<file path="config.mk">
export PLATFORM = sky130hd
export DESIGN_NAME = mbc_collector
export DESIGN_NICKNAME = d
export VERILOG_FILES = /design/src/rtl/mbc_pkg.sv /design/src/rtl/mbc_cfg.sv /design/src/rtl/mbc_match.sv /design/src/rtl/mbc_select.sv /design/src/rtl/mbc_collector.sv
export SDC_FILE = /design/constraint.sdc
export NUM_CORES = 1
export LEC_CHECK = 0
export ABC_AREA = 1
export ABC_CLOCK_PERIOD_IN_PS = 1340
export BUFFER_PORTS_ARGS = -buffer_cell sky130_fd_sc_hd__buf_2
export CORE_MARGIN = 1.5
export CORE_UTILIZATION = 54
export DETAILED_ROUTE_END_ITERATION = 7
export PLACE_DENSITY = 0.83
export SLEW_MARGIN = 15
export SYNTH_ARGS = -nofsm -noshare
export SYNTH_HDL_FRONTEND = slang
export SYNTH_SLANG_ARGS = --single-unit
</file>
<file path="constraint.sdc">
create_clock -name clk -period 1.34 [get_ports clk]
set_input_delay 0.134 -clock clk [delete_from_list [all_inputs] [get_ports clk]]
set_output_delay 0.134 -clock clk [all_outputs]
set_load 0.03 [all_outputs]
</file>
<file path="src/rtl/mbc_pkg.sv">
package mbc_pkg;

    // Control word, bit 0 is the LSB (en)
    typedef struct packed {
        logic ts_all;
        logic ts_trig;
        logic ts_patt;
        logic chg_mode;
        logic en;
    } ctrl_t;

    localparam int unsigned CTRL_W = $bits(ctrl_t);

endpackage

</file>
<file path="src/rtl/mbc_cfg.sv">
module mbc_cfg
    import mbc_pkg::*;
#(
    parameter int unsigned DW   = 32,
    parameter int unsigned NPAT = 2,
    parameter int unsigned AW   = 4
) (
    input  logic                      clk,
    input  logic                      rst_n,
    input  logic                      we,
    input  logic [AW-1:0]             addr,
    input  logic [DW-1:0]             wdata,
    output ctrl_t                     ctrl,
    output logic [NPAT-1:0][DW-1:0]   pval,
    output logic [NPAT-1:0][DW-1:0]   pmsk,
    output logic [NPAT-1:0][DW-1:0]   tval,
    output logic [NPAT-1:0][DW-1:0]   tmsk
);
    localparam int unsigned PVAL_BASE = 1;
    localparam int unsigned PMSK_BASE = PVAL_BASE + NPAT;
    localparam int unsigned TVAL_BASE = PMSK_BASE + NPAT;
    localparam int unsigned TMSK_BASE = TVAL_BASE + NPAT;

    typedef struct packed {
        ctrl_t                   ctrl;
        logic [NPAT-1:0][DW-1:0] pval;
        logic [NPAT-1:0][DW-1:0] pmsk;
        logic [NPAT-1:0][DW-1:0] tval;
        logic [NPAT-1:0][DW-1:0] tmsk;
    } cfg_st_t;

    cfg_st_t s_d, s_q;

    always_comb begin
        s_d = s_q;
        if (we) begin
            if (addr == '0) s_d.ctrl = ctrl_t'(wdata[CTRL_W-1:0]);
            for (int i = 0; i < NPAT; i++) begin
                if (addr == AW'(PVAL_BASE + i)) s_d.pval[i] = wdata;
                if (addr == AW'(PMSK_BASE + i)) s_d.pmsk[i] = wdata;
                if (addr == AW'(TVAL_BASE + i)) s_d.tval[i] = wdata;
                if (addr == AW'(TMSK_BASE + i)) s_d.tmsk[i] = wdata;
            end
        end
    end

    always_ff @(posedge clk) begin
        if (!rst_n) s_q <= '0;
        else        s_q <= s_d;
    end

    assign ctrl = s_q.ctrl;
    assign pval = s_q.pval;
    assign pmsk = s_q.pmsk;
    assign tval = s_q.tval;
    assign tmsk = s_q.tmsk;

    // a write outside the map leaves the control word alone
    ctrl_hold_chk: assert property (@(posedge clk) disable iff (!rst_n)
        we && (addr > AW'(TMSK_BASE + NPAT - 1)) |=> $stable(ctrl));

endmodule

</file>
<file path="src/rtl/mbc_match.sv">
module mbc_match #(
    parameter int unsigned DW   = 32,
    parameter int unsigned NPAT = 2
) (
    input  logic [DW-1:0]             smp,
    input  logic [NPAT-1:0][DW-1:0]   val,
    input  logic [NPAT-1:0][DW-1:0]   msk,
    output logic                      hit
);
    logic [NPAT-1:0] word_ok;

    for (genvar g = 0; g < NPAT; g++) begin : g_word
        assign word_ok[g] = ~|((smp ^ val[g]) & msk[g]);
    end

    assign hit = &word_ok;

endmodule

</file>
<file path="src/rtl/mbc_select.sv">
module mbc_select
    import mbc_pkg::*;
#(
    parameter int unsigned DW = 32
) (
    input  logic          clk,
    input  logic          rst_n,
    input  ctrl_t         ctrl,
    input  logic [DW-1:0] smp,
    input  logic          patt_hit,
    input  logic          trig_hit,
    input  logic          out_ready,
    output logic          out_valid,
    output logic [DW-1:0] out_data,
    output logic          out_ts,
    output logic          out_trig
);
    typedef struct packed {
        logic          vld;
        logic [DW-1:0] data;
        logic          ts;
        logic          trig;
        logic          first;
    } sel_st_t;

    sel_st_t s_d, s_q;
    logic    emit;

    always_comb begin
        s_d  = s_q;
        emit = ctrl.en && (!ctrl.chg_mode || s_q.first || (smp != s_q.data));
        if (emit) begin
            s_d.vld   = 1'b1;
            s_d.data  = smp;
            s_d.ts    = ctrl.ts_all | (ctrl.ts_patt & patt_hit) | (ctrl.ts_trig & trig_hit);
            s_d.trig  = trig_hit;
            s_d.first = 1'b0;
        end else if (out_ready) begin
            s_d.vld = 1'b0;
        end
        if (!ctrl.en) s_d.first = 1'b1;
    end

    always_ff @(posedge clk) begin
        if (!rst_n) begin
            s_q       <= '0;
            s_q.first <= 1'b1;
        end else begin
            s_q <= s_d;
        end
    end

    assign out_valid = s_q.vld;
    assign out_data  = s_q.data;
    assign out_ts    = s_q.ts;
    assign out_trig  = s_q.trig;


    off_idle_chk: assert property (@(posedge clk) disable iff (!rst_n)
        !ctrl.en && (!out_valid || out_ready) |=> !out_valid);


    cont_load_chk: assert property (@(posedge clk) disable iff (!rst_n)
        ctrl.en && !ctrl.chg_mode |=> out_valid && (out_data == $past(smp)));


    no_repeat_chk: assert property (@(posedge clk) disable iff (!rst_n)
        ctrl.en && ctrl.chg_mode && !s_q.first && (smp == out_data) && out_ready
        |=> !out_valid);


    stall_hold_chk: assert property (@(posedge clk) disable iff (!rst_n)
        out_valid && !out_ready && !ctrl.en |=> out_valid && $stable(out_data) && $stable(out_ts));


    ts_all_chk: assert property (@(posedge clk) disable iff (!rst_n)
        ctrl.en && ctrl.ts_all && !ctrl.chg_mode |=> out_valid && out_ts);

endmodule

</file>
<file path="src/rtl/mbc_collector.sv">
module mbc_collector
    import mbc_pkg::*;
#(
    parameter int unsigned DW   = 32,
    parameter int unsigned NPAT = 2,
    parameter int unsigned AW   = 4
) (
    input  logic          clk,
    input  logic          rst_n,
    input  logic          cfg_we,
    input  logic [AW-1:0] cfg_addr,
    input  logic [DW-1:0] cfg_wdata,
    input  logic [DW-1:0] smp_data,
    input  logic          out_ready,
    output logic          out_valid,
    output logic [DW-1:0] out_data,
    output logic          out_ts,
    output logic          out_trig
);
    ctrl_t                   ctrl;
    logic [NPAT-1:0][DW-1:0] pval, pmsk, tval, tmsk;
    logic                    patt_hit, trig_hit;

    mbc_cfg #(.DW(DW), .NPAT(NPAT), .AW(AW)) i_cfg (
        .clk   (clk),
        .rst_n (rst_n),
        .we    (cfg_we),
        .addr  (cfg_addr),
        .wdata (cfg_wdata),
        .ctrl  (ctrl),
        .pval  (pval),
        .pmsk  (pmsk),
        .tval  (tval),
        .tmsk  (tmsk)
    );

    mbc_match #(.DW(DW), .NPAT(NPAT)) i_patt (
        .smp (smp_data),
        .val (pval),
        .msk (pmsk),
        .hit (patt_hit)
    );

    mbc_match #(.DW(DW), .NPAT(NPAT)) i_trig (
        .smp (smp_data),
        .val (tval),
        .msk (tmsk),
        .hit (trig_hit)
    );

    mbc_select #(.DW(DW)) i_sel (
        .clk       (clk),
        .rst_n     (rst_n),
        .ctrl      (ctrl),
        .smp       (smp_data),
        .patt_hit  (patt_hit),
        .trig_hit  (trig_hit),
        .out_ready (out_ready),
        .out_valid (out_valid),
        .out_data  (out_data),
        .out_ts    (out_ts),
        .out_trig  (out_trig)
    );

    // nothing is pending in the first cycle after reset
    rst_idle_chk: assert property (@(posedge clk)
        !rst_n |=> !out_valid);

endmodule

</file>
==> qor.txt, run 1 <==
Final setup viols: 37
Initial Util: 55.4%
Hold Path Stages: 4
RSZ-0062 raised after global routing: true
Final Total Pwr: 20.3 mW
Leak: 7.70 nW
Max_cap viols: 0
Crit start category: register
Reg-to-reg setup timing slack: -530 ps
Tot GR Track Use: 30.9%
Worst slew pin tran: 415 ps
Crit path kind: reg -> reg
Syn nets: 2112
Seq/Total Area, Yosys: 44.0%
Final Skew: 14.7 ps
Post-layout util: 71.3%
Congestion Overflow GR: 0
DRC: 0
Fin crit period: 1870 ps
Bufs and invs on worst path: 2
Hold Path Sink: i_sel.out_data[16]
Initial antenna violation count: 0
TritonCTS buffer count: 30
Yosys warnings: 0
Ports: 107
Failing checks: hold timing, setup timing
Top Family by Delay on Critical Path: simple AND/OR/NAND/NOR gates
Relative slew slack: 72.2%
Final wirelength: 42200 um
1st-iter DRT viols: 1732
CTS Sinks: 297
Filler Cell Count: 1770
Power per cell area: 1170 mW/mm^2
Fin. max-slew vios: 0
Skew-Pair Late Insertion Delay: 570 ps
CP startpoint: i_sel.out_data[18]
Routed vias/inst: 5.46
Critical path peak fanout: 4
Final setup margin: -533 ps
Mean routed wirelength per cell: 16.1 um
R2r worst-path depth: 11
First-pass GRT wire length: 65200 um
CTS Buffer Depth: 3
Worst path max stage delay: 330 ps
Setup WS pre-CTS: -413 ps
Post-DP HPWL: 26000 um
Min-delay worst type: in -> reg
Worst flop-to-flop path endpoint: i_sel.out_data[6]
Ant diodes: 0
Netlist cell types: 25
Root Driver: clkbuf_16
Post-Syn Instances: 2040
Nets: 2346
Fraction of final layout cells sized beyond drive strength 1: 19.4%
Full die area: 0.0260 mm^2
Vias in the first global route: 13511
WHS: -12.0 ps
Drt pass-1 iters: 6
Outcome: complete, but fails checks
CP Cell Sequence: xnor2_1 > nand2_1 > nor2_1 > nand2_1 > nor2_1 > nand2_1 > nand2_4 > buf_12 > clkbuf_16 > o21ai_0 > nor2_1
Placed Area: 0.0153 mm^2
Post-Syn Area: 0.0135 mm^2
Max Clk Rate: 0.534 GHz
GP Congestion: 0.864
Maximum vdd drop: 0.000886 V
CTS clk-pin slew, worst paths: 60 ps
FP Rows: 57
Crit-path slowest cell: dfxtp_1
Critical Path AT: 2360 ps
Post-route clock period utilization: 140%
Die width: 161 um
Critical path endpoint category: register
Syn avg cell area: 6.62 um^2
Die Span Y: 161 um
Reg-to-reg startpoint: i_sel.out_data[18]
Area delta synth->final: 28.7%
CP Data Required Time: 1830 ps
Post-route ant nets: 0
PortBufs: 106
TritonCTS clock tree: done
Core area: 0.0244 mm^2
Vias: 14318
Yosys reg bits: 297
H-Tree Depth: 1
Final Hold Viols: 2
Final Cell Area: 0.0174 mm^2
Worst Hold Launch: smp_data[16]
Largest net degree at the start of global routing: 81
[worst max-delay path by stage]
stage / end / slack, ps / depth (start not counted)
after floorplan: i_sel.out_data[23] / -4 / 13
after global placement: i_sel.out_data[20] / -350 / 13
after detailed placement: i_sel.out_data[6] / -410 / 13
after CTS: i_sel.out_data[28] / -400 / 14
after global routing: i_sel.out_data[9] / -620 / 11
final: i_sel.out_data[6] / -530 / 11
[sequential cells by signal, summed over array words and instances, names as in the netlist]
register / cells
i_cfg.ctrl: 5
i_cfg.pmsk: 64
i_cfg.pval: 64
i_cfg.tmsk: 64
i_cfg.tval: 64
i_sel.out_data: 32
i_sel.out_trig: 1
i_sel.out_ts: 1
i_sel.out_valid: 1
i_sel.s_q: 1
[cell families (layout without fill, tap and decap cells)]
kind of cell / after synthesis / count (layout) / share of synthesized area, %
buffers and inverters: 359 / 616 / 11.6
DFF: 297 / 297 / 44.0
xor gates and xnor gates: 12 / 12 / 0.778
and+or+nand+nor: 923 / 923 / 27.0
AOI/OAI and AO/OA: 449 / 449 / 16.7
[metrics by stage]
step	TNS (ps)	cells
after CTS	-12220	2617
after global routing	-20630	2621
final	-17500	2621
after floorplan	-26.8	2040
after global placement	-11710	2503
after detailed placement	-16160	2503
[layout by cell type (no fill, tap or decap), types with 33 or more instances in the layout]
cell	synthesis	final
nor2_1	453	433
nand2_1	355	353
o21ai_0	300	272
dfxtp_1	297	269
inv_1	195	191
buf_4	43	190
a21oi_1	145	142
nand3_1	92	92
buf_2	18	72
dlygate4sd3_1	0	54
clkbuf_16	0	33
[repair_timing]
action | in CTS | in global routing
pin swaps | 0 | 16
buffers inserted | 4 | 4
setup endpoints to repair | 60 | 61
hold endpoints to repair | 263 | 1
resized for setup | 55 | 110
gates cloned | 2 | 3
hold buffers | 53 | 1
[power by group]
part / internal [mW] / switching [mW] / total (mW)
registers: 9.03 / 0.116 / 9.15
logic: 0.826 / 1.21 / 2.04
clock network: 5.50 / 3.60 / 9.10
total: 15.4 / 4.93 / 20.3
[worst min-delay path: cells and delay by family]
| family | cells | cell delay [ps] |
|---|---|---|
| buffers and inverters | 2 | 250 |
| AO/OA/AOI/OAI | 1 | 60 |
| AND/OR/NAND/NOR | 1 | 70 |
[synth_stat cells]
| library cell | n | area, um^2 |
|---|---|---|
| a21oi_1 | 145 | 726 |
| buf_1 | 2 | 7.51 |
| buf_2 | 18 | 90.1 |
| buf_4 | 43 | 323 |
| buf_6 | 3 | 33.8 |
| clkbuf_1 | 83 | 312 |
| clkbuf_2 | 5 | 25.0 |
| dfxtp_1 | 297 | 5950 |
| inv_1 | 195 | 732 |
| inv_2 | 10 | 37.5 |
| nand2_1 | 355 | 1330 |
| nand2_2 | 1 | 6.26 |
| nand3_1 | 92 | 460 |
| nand4_1 | 13 | 81.3 |
| nor2_1 | 453 | 1700 |
| nor2_2 | 3 | 18.8 |
| nor3_1 | 2 | 10.0 |
| nor3b_2 | 1 | 12.5 |
| o21ai_0 | 300 | 1500 |
| o21ai_1 | 3 | 15.0 |
| o22ai_1 | 1 | 6.26 |
| or2_1 | 1 | 6.26 |
| or2_2 | 2 | 12.5 |
| xnor2_1 | 10 | 87.6 |
| xor2_1 | 2 | 17.5 |
[area by class of cell]
type | count | area, um^2 | share of cell area (%)
inverter | 205 | 796 | 4.58
sequential | 297 | 5980 | 34.4
clock inverter | 15 | 204 | 1.17
timing repair buffer | 355 | 2960 | 17.0
clock buffer | 40 | 870 | 5.00
timing repair inverter | 1 | 11.3 | 0.0648
multi-input combinational | 1384 | 6150 | 35.4
tap | 324 | 405 | 2.33
[routing by layer]
metal	vias up	part of all wire, %	GRT usage [%]
li1	6868	-	-
met1	6584	40	38.4
met2	706	46	52.7
met3	160	9.1	4.34
met4	0	4.8	15.1
met5	-	0	0
(Power assumes the default switching activity.)
==> run 2: changes to the inputs <==
--- a/config.mk
+++ b/config.mk
@@ -5,7 +5,7 @@
 export SDC_FILE = /design/constraint.sdc
 export NUM_CORES = 1
 export LEC_CHECK = 0
-export ABC_AREA = 1
+export ABC_AREA = 0
 export ABC_CLOCK_PERIOD_IN_PS = 1340
 export BUFFER_PORTS_ARGS = -buffer_cell sky130_fd_sc_hd__buf_2
 export CORE_MARGIN = 1.5
==> qor.txt, run 2 <==
Syn nets: 1700
Min-delay worst type: in -> reg
Final wirelength: 43500 um
Power per cell area: 1130 mW/mm^2
Yosys top cell by area: dfxtp_1
CTS clk-pin slew, worst paths: 60 ps
Area fraction of the dominant cell type after synthesis: 43.1%
Failing checks: hold timing, setup timing
FP Rows: 58
Final Total Pwr: 18.7 mW
Relative slew slack: 71.2%
Async SR Flop Fraction: 0%
Post-layout util: 66.1%
Critical path endpoint category: register
Syn avg cell area: 8.47 um^2
Max_cap viols: 0
Final Cell Area: 0.0166 mm^2
Core area: 0.0251 mm^2
Post-synth EDFFs: 0
Worst path max stage delay: 340 ps
Seq/Total Area, Yosys: 43.1%
Ports: 107
Mean routed wirelength per cell: 20.7 um
TritonCTS clock tree: done
Final setup margin: -866 ps
Max Clk Rate: 0.453 GHz
Vias in the first global route: 12071
Full die area: 0.0265 mm^2
Yosys warnings: 0
Top FF cell, synth: dfxtp_1
CTS Sinks: 297
Post-route ant nets: 0
PortBufs: 106
Final Skew: 18.9 ps
Post-route clock period utilization: 165%
Yosys reg bits: 297
Fin crit period: 2210 ps
Tot GR Track Use: 32.4%
Placed Area: 0.0150 mm^2
Worst slew pin tran: 428 ps
CP Data Required Time: 1780 ps
Area delta synth->final: 20.4%
Die width: 163 um
Leak: 6.42 nW
Final setup viols: 32
CP Cell Sequence: xor2_2 > nor4_2 > buf_4 > nand4_1 > o41ai_4 > buf_6 > buf_8 > mux2i_2 > nor2b_1
Skew-Pair Late Insertion Delay: 570 ps
Most frequent cells in the layout: nand2_1, dfxtp_1, a21boi_0
Critical path peak fanout: 8
Root Driver: clkbuf_16
First-pass GRT wire length: 66000 um
H-Tree Depth: 1
Main area contributors after synthesis: dfxtp_1, a21boi_0, nand2_1
DRC: 0
Final Hold Viols: 1
Crit path kind: reg -> reg
Netlist cell types: 39
Count leader, synth: nand2_1
Fraction of final layout cells sized beyond drive strength 1: 18.3%
Synth top cells by count: nand2_1, dfxtp_1, a21boi_0
Post-DP HPWL: 27900 um
Post-Syn Area: 0.0138 mm^2
Crit start category: register
Routed vias/inst: 5.75
Crit-path slowest cell: dfxtp_2
Setup TNS: -22950 ps
Vias: 12111
Maximum vdd drop: 0.000745 V
Commonest non-fill, non-tap cell in the layout: nand2_1
Nets: 1822
Congestion Overflow GR: 0
1st-iter DRT viols: 1243
TritonCTS buffer count: 30
Post-Syn Instances: 1628
Drt pass-1 iters: 5
Outcome: complete, but fails checks
Initial antenna violation count: 4
Critical Path AT: 2650 ps
RSZ-0062 raised after global routing: true
Setup WS pre-CTS: -928 ps
Largest net degree at the start of global routing: 72
Filler Cell Count: 1905
Die Span Y: 163 um
GP Congestion: 0.896
WHS: -9.05 ps
CTS Buffer Depth: 3
Initial Util: 54.9%
Fin. max-slew vios: 0
-- run 2: stage by stage --
step	hold slack [ps]	std cells
finish	-9.05	2106
global route	6.34	2105
CTS	10.3	2099
detailed placement	439	2001
global placement	407	2001
floorplan	315	1628
-- run 2: worst paths after layout --
path                startpoint                  to  slack [ps]  depth (start not counted)
min               smp_data[26]  i_sel.out_data[26]          -9                          3
max reg2reg  i_sel.out_data[1]  i_sel.out_data[14]        -870                          9
max          i_sel.out_data[1]  i_sel.out_data[14]        -870                          9
min reg2reg     i_cfg.tmsk[28]      i_cfg.tmsk[28]         460                          2
-- run 2: routing by layer --
metal	share of wire [%]	GRT usage, %	up-vias
met2	46	53.0	621
met4	5.8	19.6	2
met5	0.037	0	-
met3	9.8	8.15	181
met1	38	38.4	5772
li1	-	-	5535
-- run 2: area by class of cell --
cell class | instances | area [um^2] | share of cell area, %
diodes | 3 | 7.51 | 0.0452
clock buffers | 47 | 876 | 5.28
repair buffers | 278 | 2420 | 14.6
inverters | 4 | 15.0 | 0.0905
clock inverters | 8 | 51.3 | 0.309
well taps | 330 | 413 | 2.49
flip-flops and latches | 297 | 5970 | 36.0
multi-input cells | 1139 | 6830 | 41.2
-- run 2: cell families after synthesis --
kind of cell	count (synthesis)	share of synthesized area, %
XOR/XNOR	150	9.53
AND/OR/NAND/NOR	622	18.8
flip-flops	297	43.1
multiplexers	32	2.32
buffers and inverters	192	7.74
AO/OA/AOI/OAI	335	18.5
-- run 2: report_power, final --
| part | leakage [nW] | total (mW) | switching [mW] | internal, mW |
|---|---|---|---|---|
| Combinational | 3.56 | 1.71 | 0.991 | 0.718 |
| Clock | 0.451 | 7.97 | 3.49 | 4.48 |
| Sequential | 2.41 | 9.01 | 0.0674 | 8.94 |
| Total | 6.42 | 18.7 | 4.55 | 14.1 |
-- run 2: worst max-delay path: cells and delay by family, from the launching register on --
kind                      cells  cell delay [ps]
and+or+nand+nor               3              560
muxes                         1              230
buffers and inverters         3              510
xor gates and xnor gates      1              150
DFF                           1              340
AOI/OAI and AO/OA             1              300
-- run 2: repair_timing --
action | in CTS | in global routing
pin swaps | 2 | 1
setup buffers | 2 | 4
cloned | 2 | 1
hold buffers | 39 | 0
gates resized for setup | 32 | 51
endpoints found under the hold margin | 266 | 0
setup endpoints to repair | 48 | 55
